===== src/rtl/srx_pkg.sv =====
package srx_pkg;

    localparam int unsigned CHAR_MAX = 9;
    localparam int unsigned LEN_W    = 4;

    typedef enum logic [2:0] {
        ST_IDLE,
        ST_START,
        ST_DATA,
        ST_PAR,
        ST_STOP
    } rx_state_e;

    typedef struct packed {
        logic [CHAR_MAX-1:0] data;
        logic                par_bad;
        logic                stop_bad;
    } rx_char_t;

    // character length from the mode code; unknown codes fall back to 8
    function automatic logic [LEN_W-1:0] char_len(input logic [2:0] code);
        case (code)
            3'b100:  return LEN_W'(7);
            3'b110:  return LEN_W'(9);
            default: return LEN_W'(8);
        endcase
    endfunction

endpackage


===== src/rtl/srx_baud.sv =====
module srx_baud #(
    parameter int unsigned DIV_W    = 8,
    parameter int unsigned PS_W     = 9,
    parameter logic [15:0] PS_SHIFT = {4'd9, 4'd6, 4'd4, 4'd1}
) (
    input  logic             clk,
    input  logic             rst_n,
    input  logic [1:0]       src_sel,
    input  logic [DIV_W-1:0] reload,
    output logic             tick
);

    typedef struct packed {
        logic [PS_W-1:0]  ps;
        logic [DIV_W-1:0] div;
    } baud_t;

    baud_t           bq, bd;
    logic [3:0]      shift;
    logic [PS_W-1:0] mask;
    logic            ps_tick;

    always_comb begin
        shift = PS_SHIFT[{src_sel, 2'b00} +: 4];
        for (int i = 0; i < PS_W; i++) begin
            mask[i] = (i < int'(shift));
        end
        ps_tick = ((bq.ps & mask) == mask);

        bd    = bq;
        bd.ps = bq.ps + 1'b1;
        tick  = 1'b0;
        if (ps_tick) begin
            if (bq.div == '0) begin
                tick   = 1'b1;
                bd.div = reload;
            end else begin
                bd.div = bq.div - 1'b1;
            end
        end
    end

    always_ff @(posedge clk or negedge rst_n) begin
        if (!rst_n) begin
            bq <= '0;
        end else begin
            bq <= bd;
        end
    end

endmodule


===== src/rtl/srx_frame.sv =====
module srx_frame
    import srx_pkg::*;
#(
    parameter int unsigned OSR = 16
) (
    input  logic             clk,
    input  logic             rst_n,
    input  logic             tick,
    input  logic             rxd,
    input  logic             rx_en,
    input  logic [LEN_W-1:0] len,
    input  logic             par_en,
    input  logic             par_even,
    input  logic             stop2,
    output logic             done,
    output rx_char_t         result
);

    localparam int unsigned OS_W = $clog2(OSR);
    localparam int unsigned HALF = OSR / 2;

    typedef struct packed {
        rx_state_e           st;
        logic [OS_W-1:0]     os;
        logic [LEN_W-1:0]    idx;
        logic [CHAR_MAX-1:0] sh;
        logic                pbad;
        logic                fbad;
        logic                more_stop;
        logic                prev;
        logic                done;
        rx_char_t            res;
    } frame_t;

    frame_t fq, fd;
    logic   centre;
    logic   par_exp;
    logic   stop_fail;

    always_comb begin
        fd        = fq;
        fd.done   = 1'b0;
        centre    = (fq.os == OS_W'(OSR - 1));
        par_exp   = par_even ? (^fq.sh) : ~(^fq.sh);
        stop_fail = fq.fbad | ~rxd;

        if (tick) begin
            fd.prev = rxd;
            case (fq.st)
                ST_IDLE: begin
                    if (rx_en && fq.prev && !rxd) begin
                        fd.st = ST_START;
                        fd.os = '0;
                    end
                end
                ST_START: begin
                    if (fq.os == OS_W'(HALF - 1)) begin
                        fd.os = '0;
                        if (!rxd) begin
                            fd.st   = ST_DATA;
                            fd.idx  = '0;
                            fd.sh   = '0;
                            fd.pbad = 1'b0;
                            fd.fbad = 1'b0;
                        end else begin
                            fd.st = ST_IDLE;
                        end
                    end else begin
                        fd.os = fq.os + 1'b1;
                    end
                end
                ST_DATA: begin
                    if (centre) begin
                        fd.os          = '0;
                        fd.sh[fq.idx]  = rxd;
                        if (fq.idx == len - LEN_W'(1)) begin
                            fd.st        = par_en ? ST_PAR : ST_STOP;
                            fd.more_stop = stop2;
                        end else begin
                            fd.idx = fq.idx + 1'b1;
                        end
                    end else begin
                        fd.os = fq.os + 1'b1;
                    end
                end
                ST_PAR: begin
                    if (centre) begin
                        fd.os   = '0;
                        fd.pbad = (rxd != par_exp);
                        fd.st   = ST_STOP;
                    end else begin
                        fd.os = fq.os + 1'b1;
                    end
                end
                ST_STOP: begin
                    if (centre) begin
                        fd.os = '0;
                        if (fq.more_stop) begin
                            fd.more_stop = 1'b0;
                            fd.fbad      = stop_fail;
                        end else begin
                            fd.done         = 1'b1;
                            fd.res.data     = fq.sh;
                            fd.res.par_bad  = fq.pbad;
                            fd.res.stop_bad = stop_fail;
                            fd.st           = ST_IDLE;
                        end
                    end else begin
                        fd.os = fq.os + 1'b1;
                    end
                end
                default: fd.st = ST_IDLE;
            endcase
        end
    end

    always_ff @(posedge clk or negedge rst_n) begin
        if (!rst_n) begin
            fq      <= '0;
            fq.st   <= ST_IDLE;
            fq.prev <= 1'b1;
        end else begin
            fq <= fd;
        end
    end

    assign done   = fq.done;
    assign result = fq.res;

endmodule


===== src/rtl/srx_hold.sv =====
module srx_hold
    import srx_pkg::*;
(
    input  logic                clk,
    input  logic                rst_n,
    input  logic                done,
    input  rx_char_t            char_in,
    input  logic                sleep_on,
    input  logic                irq_on_err,
    input  logic                rd_strobe,
    input  logic                rx_en,
    input  logic                rts_en,
    output logic [CHAR_MAX-1:0] data,
    output logic                valid,
    output logic                perr,
    output logic                ferr,
    output logic                ovr,
    output logic                irq,
    output logic                rts_n
);

    typedef struct packed {
        logic [CHAR_MAX-1:0] data;
        logic                valid;
        logic                perr;
        logic                ferr;
        logic                ovr;
        logic                irq;
    } hold_t;

    hold_t hq, hd;
    logic  accept;
    logic  still_full;

    always_comb begin
        hd         = hq;
        hd.irq     = 1'b0;
        accept     = done && !(sleep_on && !char_in.data[CHAR_MAX-1]);
        still_full = hq.valid && !rd_strobe;

        if (rd_strobe) begin
            hd.valid = 1'b0;
            hd.perr  = 1'b0;
            hd.ferr  = 1'b0;
            hd.ovr   = 1'b0;
        end

        if (accept) begin
            if (still_full) begin
                hd.ovr = 1'b1;
                hd.irq = 1'b1;
            end else begin
                hd.data  = char_in.data;
                hd.valid = 1'b1;
                hd.perr  = char_in.par_bad;
                hd.ferr  = char_in.stop_bad;
                hd.irq   = irq_on_err ? (char_in.par_bad | char_in.stop_bad) : 1'b1;
            end
        end
    end

    always_ff @(posedge clk or negedge rst_n) begin
        if (!rst_n) begin
            hq <= '0;
        end else begin
            hq <= hd;
        end
    end

    assign data  = hq.data;
    assign valid = hq.valid;
    assign perr  = hq.perr;
    assign ferr  = hq.ferr;
    assign ovr   = hq.ovr;
    assign irq   = hq.irq;
    assign rts_n = rts_en ? !(rx_en && !hq.valid) : 1'b0;

endmodule


===== src/rtl/serial_rx_unit.sv =====
module serial_rx_unit
    import srx_pkg::*;
#(
    parameter int unsigned DIV_W = 8,
    parameter int unsigned OSR   = 16
) (
    input  logic                clk,
    input  logic                rst_n,
    input  logic                rxd,
    input  logic                rx_en,
    input  logic [2:0]          mode_sel,
    input  logic                par_en,
    input  logic                par_even,
    input  logic                stop2,
    input  logic [1:0]          src_sel,
    input  logic [DIV_W-1:0]    baud_div,
    input  logic                rts_en,
    input  logic                sleep_en,
    input  logic                irq_on_err,
    input  logic                rd_strobe,
    output logic [CHAR_MAX-1:0] rx_data,
    output logic                rx_valid,
    output logic                err_parity,
    output logic                err_frame,
    output logic                err_overrun,
    output logic                irq,
    output logic                rts_n
);

    logic             sample_tick;
    logic             frm_done;
    rx_char_t         frm_char;
    logic [LEN_W-1:0] len;
    logic             sleep_on;

    assign len      = char_len(mode_sel);
    assign sleep_on = sleep_en && (len == LEN_W'(CHAR_MAX));

    srx_baud #(.DIV_W(DIV_W)) u_baud (
        .clk     (clk),
        .rst_n   (rst_n),
        .src_sel (src_sel),
        .reload  (baud_div),
        .tick    (sample_tick)
    );

    srx_frame #(.OSR(OSR)) u_frame (
        .clk      (clk),
        .rst_n    (rst_n),
        .tick     (sample_tick),
        .rxd      (rxd),
        .rx_en    (rx_en),
        .len      (len),
        .par_en   (par_en),
        .par_even (par_even),
        .stop2    (stop2),
        .done     (frm_done),
        .result   (frm_char)
    );

    srx_hold u_hold (
        .clk        (clk),
        .rst_n      (rst_n),
        .done       (frm_done),
        .char_in    (frm_char),
        .sleep_on   (sleep_on),
        .irq_on_err (irq_on_err),
        .rd_strobe  (rd_strobe),
        .rx_en      (rx_en),
        .rts_en     (rts_en),
        .data       (rx_data),
        .valid      (rx_valid),
        .perr       (err_parity),
        .ferr       (err_frame),
        .ovr        (err_overrun),
        .irq        (irq),
        .rts_n      (rts_n)
    );

endmodule


===== config.mk =====
export PLATFORM = sky130hd
export DESIGN_NAME = serial_rx_unit
export DESIGN_NICKNAME = d
export VERILOG_FILES = /design/src/rtl/srx_pkg.sv /design/src/rtl/srx_baud.sv /design/src/rtl/srx_frame.sv /design/src/rtl/srx_hold.sv /design/src/rtl/serial_rx_unit.sv
export SDC_FILE = /design/constraint.sdc
export NUM_CORES = 1
export LEC_CHECK = 0
export BUFFER_PORTS_ARGS = -buffer_cell sky130_fd_sc_hd__buf_2
export CORE_ASPECT_RATIO = 0.8
export CORE_MARGIN = 2
export CORE_UTILIZATION = 40
export CTS_CLUSTER_DIAMETER = 100
export DETAILED_ROUTE_END_ITERATION = 8
export HOLD_SLACK_MARGIN = 0.08
export PLACE_DENSITY_LB_ADDON = 0.15
export SYNTH_ARGS = -nofsm -noshare
export SYNTH_HDL_FRONTEND = slang
export SYNTH_HIERARCHICAL = 1
export SYNTH_SLANG_ARGS = --single-unit
export TNS_END_PERCENT = 30

===== constraint.sdc =====
create_clock -name clk -period 7.7 [get_ports clk]
set_clock_uncertainty 0.05 [all_clocks]
set_input_delay 0.77 -clock clk [delete_from_list [all_inputs] [get_ports clk]]
set_output_delay 0.77 -clock clk [all_outputs]
set_load 0.005 [all_outputs]

==> results of run 1 <==
[cell usage in the layout (no fill, tap or decap), types with 3 or more instances in the layout]
cell type	count
a21o_1	9
o21ai_0	7
clkbuf_16	9
nor3_2	3
xnor2_1	13
nor3_1	6
nand3_1	15
nor3b_1	4
a22oi_1	4
mux2_4	11
nand2b_1	4
a31oi_1	7
nand4_1	3
dfrtp_1	66
buf_2	38
a21oi_1	5
a22o_1	9
nand2_1	26
o2bb2ai_1	4
and3_1	4
o22ai_1	3
o211ai_1	3
xor2_1	6
inv_1	19
o21ai_1	5
a211o_1	4
mux2_2	6
ha_1	9
nor2_1	13
and4_1	3
mux2_1	7
[where the power goes]
part	internal [mW]	total, mW	switching [mW]
clock network	0.302	0.453	0.151
logic	0.0403	0.0880	0.0478
registers	0.367	0.386	0.0186
total	0.709	0.926	0.217
[flip-flops by register name (all words and copies together), names as in the netlist]
name            count
u_hold/irq          1
u_frame/done        1
u_frame/result     11
u_hold/ferr         1
u_hold/perr         1
u_frame/fq         24
u_hold/valid        1
u_hold/data         9
u_hold/ovr          1
u_baud/bq          17
[logic make-up after synthesis]
logic type               Yosys count
AO/OA/AOI/OAI                     81
flip-flops                        67
AND/OR/NAND/NOR                  111
XOR/XNOR                          22
multiplexers                      26
buffers and inverters             44
adder cells (fa/ha/maj)            9
[per-layer routing]
metal  routed length, um  track usage
met3                 223       0.0419
met2                3340        0.218
met4                  46       0.0482
met5                   0            0
met1                4200        0.247
[worst max-delay path by stage]
stage | start | to
5_1_grt | u_baud/bq[0] | u_frame/result[3]
3_5_place_dp | src_sel[0] | u_frame/result[2]
2_1_floorplan | src_sel[0] | u_frame/result[10]
4_1_cts | u_baud/bq[0] | u_frame/result[2]
6_report | u_baud/bq[0] | u_frame/result[2]
3_3_place_gp | src_sel[0] | u_frame/result[3]
[through the flow]
step | instance area, um^2 | util | total power [mW] | instances | setup slack (ns)
floorplan | 3930 | - | 0.449 | 360 | 4.93
global placement | 4120 | 0.429 | 0.480 | 494 | 4.22
detailed placement | 4120 | 0.429 | 0.480 | 494 | 4.18
CTS | 4460 | 0.464 | 0.941 | 510 | 4.28
global route | 4460 | 0.464 | 0.968 | 510 | 3.96
finish | 4460 | 0.464 | 0.926 | 510 | 4.33
[area by class of cell]
class                   instances  area, um^2
repair buffers                 40         205
flip-flops and latches         67        1680
fillers                       895        5150
clock buffers                  11         253
multi-input cells             249        2020
well taps                     119         149
clock inverters                 5        85.1
inverters                      19        71.3
[worst register-to-register path: cells and delay by family (launching register included)]
family	cells	cell delay, ns
fa+ha+maj	1	0.17
buf+inv	1	0.11
flops	1	0.37
mux	1	0.41
simple gates	5	2.14
==> metrics.txt, run 1 <==
status=finished, final reports clean; Hold Path Sink=u_frame/result[7]; Skew-Pair Late Insertion Delay=0.33 ns; cell count after synthesis=360; Hold Path Depth=1; fmax=296 MHz; most frequent cells after synthesis=dfrtp_1, nand2_1, inv_1; Post-synth EDFFs=0; Lkg Pwr=2.16 nW; depth of the most critical reg-to-reg path=8; adder-cell share of the synthesized area=0.0286; Post-synth top flop=dfrtp_1; clock sinks=67; CTS H-tree depth=3; vias=2,741; per-cell routed wire length=15.3 um; area delta synth->final=13.5%; critical path depth in cells=8; routed via count divided by cell count=5.37; critical-path cell list=inv_1 > ha_1 > nor3b_1 > nand3_1 > nor2_1 > nand4_1 > nor3_2 > mux2_2; drt pass-1 iters=4; DIE HEIGHT=92.7 um; Placer Congestion=0.814; Seq/Total Area, Yosys=0.427; RR Startpoint=u_baud/bq[0]; total global-route track usage=0.160; diode count=0; fin crit share=0.438; clock-pin slew on the worst setup and hold paths=0.06 ns; ys async rst share=1.00; number of remaining DRC errors=0; XOR/XNOR Fraction of Synth Area=0.0579; max_cap viols=0; post-synthesis mux area share=0.0843; Avg Inst Size Synth=10.9 um^2; num ports=39; Yosys reg bits=67; first-pass GRT wire length=13.4 mm; count leader, synth=dfrtp_1; setup TNS=0 ns; share of the synthesized area in the top cell type=0.420; Slew Limit Fails=0; RSZ-0062 raised after global routing=no; largest net degree at the start of global routing=68; Worst Hold Class=register to register; syn nets=roughly 390; clock root buffer=clkbuf_16; CP required=7.86 ns; Slowest Stage Delay on Critical Path=0.79 ns; Post CTS Setup Buffer Count=0; Min-Delay Startpoint=u_frame/result[7]; Crit path buffers/inverters=1; Peak VDD IR=about 0.11 mV; Iter 0 DRT Violations=207; Yosys cell types=77; internal reg-to-reg setup slack=4.33 ns; CP endpoint kind=register; delay-heaviest family, CP=simple AND/OR/NAND/NOR gates; reg2reg end=u_frame/result[2]; Synth Area in Simple Gates=0.180; fin crit period=3.37 ns; final hold vios=0; # resized after CTS=0; CTS tree=built; gr ovfl total=0; CTS Buf Count=9; row count=32; maximum root-to-sink buffer count=2; Synth warnings=6; initial core utilization=0.409; largest family of logic cells by synthesized area=simple AND/OR/NAND/NOR gates; CTS Hold Bufs=0; type of the worst setup path=register to register; post-route ant nets=0; Hold Slack=0.430 ns; via count of the first global-routing pass=approximately 2,600; Port Buf Inserts=38; pwr dens=approximately 210 mW/mm^2; Routed WL=7.81 mm; DP Wirelength=5.61 mm; CP Launch Type=register; Slew @ Worst Pin=a little over 0.9 ns; initial antenna violation count=0; share of cells above drive strength 1=0.253; Die Wd=115 um; Core Area=0.00961 mm^2; Area contributors post-synth=dfrtp_1, mux2_4, xnor2_1; final count of negative-setup-slack endpoints=0; area leader, netlist=dfrtp_1; mapped cell area=0.00393 mm^2; CP arrival=3.54 ns; Nets=419; die area=0.0106 mm^2; Synth Area in Compound Gates=0.163; critical path peak fanout=13; Slowest-stage cell, CP=nor3_2; worst relative slew slack=0.385
(Power assumes the default switching activity.)
==> inputs of run 2 (changes only) <==
Clock period 7.7 ns to 2.9 ns, I/O delays scaled along.
==> metrics.txt, run 2 (synthesis results as in run 1) <==
routed via count divided by cell count=5.39 (was 5.37); most frequent cells in the layout=dfrtp_1, buf_2, nand2_1, inv_1, nand3_1 (unchanged); Lkg Pwr=2.21 nW (was 2.16 nW); Comb power frac=0.095 (about the same); status=finished, final reports clean (unchanged); internal power=1.98 mW (was 709 uW); Post CTS Setup Buffer Count=0 (unchanged); DIE HEIGHT=92.7 um (unchanged); share of cells above drive strength 1=0.259 (was 0.253); Clk network pwr share=0.506 (was 0.489); Min-Delay Startpoint=rd_strobe (was u_frame/result[7]); Hold Slack=0.106 ns (was 0.430 ns); final count of negative-setup-slack endpoints=0 (unchanged); Hold Path Sink=u_hold/ovr (was u_frame/result[7]); first-pass GRT wire length=13.2 mm (was 13.4 mm); total global-route track usage=0.158 (was 0.160); Sw Ratio=0.228 (was 0.234); final hold vios=0 (unchanged); CP required=3.07 ns (was 7.86 ns); Core Area=0.00961 mm^2 (unchanged); clock-pin slew on the worst setup and hold paths=0.06 ns (about the same); largest register by flop count=u_frame/fq (unchanged); depth of the most critical reg-to-reg path=9 (was 8); max_cap viols=0 (unchanged); reg2reg end=u_frame/fq[24] (was u_frame/result[2]); drt pass-1 iters=6 (was 4); maximum root-to-sink buffer count=2 (unchanged); max reg flops=24 (unchanged); met2 GRT Util=0.201 (was 0.218); DP Wirelength=5.73 mm (was 5.61 mm); Hold Path Depth=2 (was 1); clock sinks=67 (unchanged); GR Util met3=0.0399 (was 0.0419); via count of the first global-routing pass=2,585 (was 2,591); Peak VDD IR=0.330 mV (was 0.108 mV); met1 GRT Util=0.253 (was 0.247); Placer Congestion=0.821 (was 0.814); CTS tree=built (unchanged); clock root buffer=clkbuf_16 (unchanged); Port Buf Inserts=38 (unchanged); RR Startpoint=u_baud/bq[0] (unchanged); per-cell routed wire length=15.2 um (was 15.3 um); initial antenna violation count=0 (unchanged); area delta synth->final=15.6% (was 13.5%); internal reg-to-reg setup slack=0.33 ns (was 4.33 ns); number of remaining DRC errors=0 (unchanged); fin crit period=2.57 ns (was 3.37 ns); gr ovfl total=0 (unchanged); CP Launch Type=register (unchanged); Slew Limit Fails=0 (unchanged); type of the worst setup path=register to register (unchanged); post-route ant nets=0 (unchanged); CP arrival=2.73 ns (was 3.54 ns); row count=32 (unchanged); vias=2,780 (was 2,741); fin crit share=0.885 (was 0.438); diode count=0 (unchanged); share of total power in sequential cells=0.399 (was 0.416); Die Wd=115 um (unchanged); die area=0.0106 mm^2 (unchanged); fmax=390 MHz (was 296 MHz); Worst Hold Class=input pin to register (was register to register); Slew @ Worst Pin=0.815 ns (was 0.917 ns); worst relative slew slack=0.457 (was 0.385); num ports=39 (unchanged); largest net degree at the start of global routing=36 (was 68); RSZ-0062 raised after global routing=no (unchanged); initial core utilization=0.409 (unchanged); CTS Buf Count=9 (unchanged); Routed WL=7.84 mm (was 7.81 mm); pwr dens=564 mW/mm^2 (was 208 mW/mm^2); setup TNS=0 ns (unchanged); layer with the highest usage=met1 (unchanged); Iter 0 DRT Violations=176 (was 207); most common cell after layout, fill and taps aside=dfrtp_1 (unchanged); critical path peak fanout=10 (was 13); P_sw=583 uW (was 217 uW); Skew-Pair Late Insertion Delay=0.33 ns (about the same); CP endpoint kind=register (unchanged); CTS H-tree depth=3 (unchanged); Nets=425 (was 419)
-- run 2: cell types whose count changed in the layout (fill, tap and decap cells not counted) --
cell / before / now
clkinv_4: 2 / 1
buf_4: 2 / 5
inv_6: 0 / 1
dlygate4sd3_1: 0 / 2
bufinv_16: 2 / 3
clkinvlp_4: 1 / 0
buf_12: 0 / 1
-- run 2: how the worst max path moves through the flow --
| stage | start | to | slack, ns |
|---|---|---|---|
| floorplan | u_baud/bq[0] | u_frame/result[10] | 0.20 |
| global placement | u_baud/bq[0] | u_frame/fq[24] | 0.40 |
| detailed placement | u_baud/bq[0] | u_frame/fq[24] | 0.36 |
| CTS | u_baud/bq[0] | u_frame/fq[21] | 0.35 |
| global route | u_baud/bq[0] | u_frame/fq[22] | 0.07 |
| finish | u_baud/bq[0] | u_frame/fq[24] | 0.33 |
-- run 2: layout make-up --
| cell class | count | area (um^2) |
|---|---|---|
| sequential | 67 | 1680 |
| multi-input combinational | 249 | 2020 |
| timing repair buffer | 46 | 268 |
| clock buffer | 11 | 253 |
| fill | 898 | 5060 |
| tap | 119 | 149 |
| clock inverter | 5 | 108 |
| inverter | 19 | 71.3 |
-- run 2: power by group through the flow --
stage,clock (mW),sequential [mW],combinational [mW]
6_report,1.30,1.02,0.244
5_1_grt,1.37,1.03,0.278
4_1_cts,1.33,1.02,0.247
3_5_place_dp,0,1.04,0.243
3_3_place_gp,0,1.04,0.242
2_1_floorplan,0,1.03,0.163
-- run 2: per-stage QoR --
step           area [um^2]  std cells  utilization  setup WS, ns  total power, mW
5_1_grt               4550        516        0.473        0.0748             2.67
6_report              4550        516        0.473         0.335             2.56
4_1_cts               4550        516        0.473         0.346             2.60
3_5_place_dp          4170        498        0.434         0.362             1.28
2_1_floorplan         3930        360            -         0.203             1.19
3_3_place_gp          4170        498        0.434         0.402             1.28
-- run 2: critical path, cell delays in order (launching register included) --
cell     delay, ns
dfrtp_1       0.37
inv_1         0.11
ha_1          0.16
nor3b_1       0.25
nand3_1       0.25
nor2_1        0.24
and4b_1       0.30
o21a_1        0.37
o21ai_1       0.12
a22o_1        0.24
-- run 2: per-layer routing --
metal	vias up	part of all wire
met5	-	0
met2	82	0.40
li1	1378	-
met4	0	0.0054
met3	4	0.055
met1	1316	0.54
-- run 2: repair_timing --
item	in CTS	in global routing
endpoints found under the hold margin	35	0
hold buffers	2	0
gates resized for setup	0	0
==> inputs of run 3 (changes only) <==
Settings changed: CELL_PAD_IN_SITES_DETAIL_PLACEMENT set to 0, CELL_PAD_IN_SITES_GLOBAL_PLACEMENT set to 1.
==> metrics.txt, run 3 (synthesis results as in run 1) <==
status=finished, final reports clean (unchanged); DP Wirelength=5.78 mm (was 5.73 mm); Post-Layout Cell Count=516 (unchanged); area delta synth->final=13.1% (was 15.6%); Final Power=2.28 mW (was 2.56 mW); vias=2,750 (was 2,780); Worst Hold Class=input pin to asynchronous set/reset pin (was input pin to register); via count of the first global-routing pass=2,666 (was 2,585); Nets=425 (unchanged); Routed WL=8.02 mm (was 7.84 mm); diode count=0 (unchanged); Slowest Stage Delay on Critical Path=0.38 ns (was 0.37 ns); fmax=410 MHz (was 390 MHz); met2 GRT Util=0.215 (was 0.201); Peak VDD IR=0.287 mV (was 0.330 mV); Die Wd=115 um (unchanged); GR Util met3=0.0458 (was 0.0399); total global-route track usage=0.164 (was 0.158); setup TNS=0 ns (unchanged); first-pass GRT wire length=13.6 mm (was 13.2 mm); row count=32 (unchanged); DIE HEIGHT=92.7 um (unchanged); final count of negative-setup-slack endpoints=0 (unchanged); Placer Congestion=0.817 (was 0.821); RSZ-0062 raised after global routing=no (unchanged); CP Launch Type=register (unchanged); fin crit period=2.44 ns (was 2.57 ns); critical path peak fanout=10 (unchanged); gr ovfl total=0 (unchanged); final hold vios=0 (unchanged); drt pass-1 iters=4 (was 6); max_cap viols=0 (unchanged); worst relative slew slack=0.424 (was 0.457); share of cells above drive strength 1=0.262 (was 0.259); most common cell after layout, fill and taps aside=dfrtp_1 (unchanged); clock root buffer=clkbuf_16 (unchanged); met1 GRT Util=0.256 (was 0.253); Port Buf Inserts=38 (unchanged); Slew Limit Fails=0 (unchanged); post-route ant nets=0 (unchanged); clock sinks=67 (unchanged); Iter 0 DRT Violations=139 (was 176); type of the worst setup path=register to register (unchanged); largest register by flop count=u_frame/fq (unchanged); Inst Count DP=499 (was 498); critical-path cell list=inv_1 > ha_1 > nor3b_1 > nand3_1 > nor2_1 > and4b_1 > o21a_1 > o21ai_1 > a22o_1 (unchanged); die area=0.0106 mm^2 (unchanged); CTS H-tree depth=3 (unchanged); pwr dens=512 mW/mm^2 (was 564 mW/mm^2); pre-CTS worst setup slack=0.486 ns (was 0.362 ns); Slew @ Worst Pin=0.865 ns (was 0.815 ns); CP endpoint kind=register (unchanged); Skew-Pair Late Insertion Delay=0.33 ns (about the same); Lkg Pwr=2.17 nW (was 2.21 nW); setup slack after layout=0.461 ns (was 0.335 ns); fin crit share=0.841 (was 0.885); max reg flops=24 (unchanged); Core Area=0.00961 mm^2 (unchanged); CTS tree=built (unchanged); critical path depth in cells=9 (unchanged); CP required=3.07 ns (about the same); layer with the highest usage=met1 (unchanged); CTS Buf Count=9 (unchanged); routed via count divided by cell count=5.33 (was 5.39); maximum root-to-sink buffer count=2 (unchanged); most frequent cells in the layout=dfrtp_1, buf_2, nand2_1, inv_1, nand3_1 (unchanged); Hold Slack=0.0991 ns (was 0.106 ns); largest net degree at the start of global routing=68 (was 36); Crit path buffers/inverters=1 (unchanged); initial core utilization=0.409 (unchanged); Slowest-stage cell, CP=o21a_1 (was dfrtp_1); num ports=39 (unchanged); per-cell routed wire length=15.5 um (was 15.2 um); CP arrival=2.61 ns (was 2.73 ns); number of remaining DRC errors=0 (unchanged); depth of the most critical reg-to-reg path=9 (unchanged); clock-pin slew on the worst setup and hold paths=0.06 ns (about the same); initial antenna violation count=0 (unchanged); delay-heaviest family, CP=simple AND/OR/NAND/NOR gates (unchanged)
-- run 3: cell count changes in the layout (fill, tap and decap cells not counted), moves of 2 or more --
cell / delta
buf_4: +2
bufinv_16: -3
clkbuf_8: -2
clkinv_2: +2
-- run 3: through the flow --
stage / utilization / cell area, um^2
global placement: 0.433 / 4160
detailed placement: 0.433 / 4160
global route: 0.463 / 4450
finish: 0.463 / 4450
CTS: 0.463 / 4450
floorplan: - / 3930
-- run 3: final cells by class --
cell class / count / area (um^2)
Clock inverter: 7 / 52.6
Fill cell: 905 / 5160
Sequential cell: 67 / 1680
Inverter: 19 / 71.3
Multi-Input combinational cell: 249 / 2020
Clock buffer: 9 / 225
Tap cell: 119 / 149
Timing Repair Buffer: 46 / 253
-- run 3: power breakdown --
part | switching (mW) | internal (mW) | leakage (nW)
logic | 0.128 | 0.112 | 1.17
clock network | 0.430 | 0.584 | 0.136
registers | 0.0480 | 0.974 | 0.862
total | 0.606 | 1.67 | 2.17
-- run 3: path summary, 6_finish.rpt --
path | endpoint | slack, ns | from
max in group asynchronous | u_frame/fq[28] | 2.13 | rst_n
min in group clk | u_hold/ovr | 0.10 | rd_strobe
min reg2reg | u_baud/bq[16] | 0.43 | u_baud/bq[16]
max | u_frame/fq[24] | 0.46 | u_baud/bq[0]
max reg2reg | u_frame/fq[24] | 0.46 | u_baud/bq[0]
min | u_baud/bq[14] | 0.1 | rst_n
-- run 3: layer usage --
layer	vias to the layer above	wire length [um]	share of wire
met3	4	354	0.044
met2	57	3230	0.40
met4	0	46	0.0057
met5	-	0	0
li1	1375	-	-
met1	1314	4390	0.55
-- run 3: timing repair --
| action | CTS | global route |
|---|---|---|
| hold buffers | 1 | 0 |
| resized for setup | 0 | 0 |
| endpoints found under the setup margin | 0 | 0 |
| hold endpoints to repair | 1 | 0 |
| buffers inserted | 0 | 0 |
-- run 3: worst reg2reg max path: stages, from the launching register on --
cell and delay (ns):
dfrtp_1 0.37, inv_1 0.11, ha_1 0.18, nor3b_1 0.24, nand3_1 0.13, nor2_1 0.20, and4b_1 0.31, o21a_1 0.38
o21ai_1 0.12, a22o_1 0.24
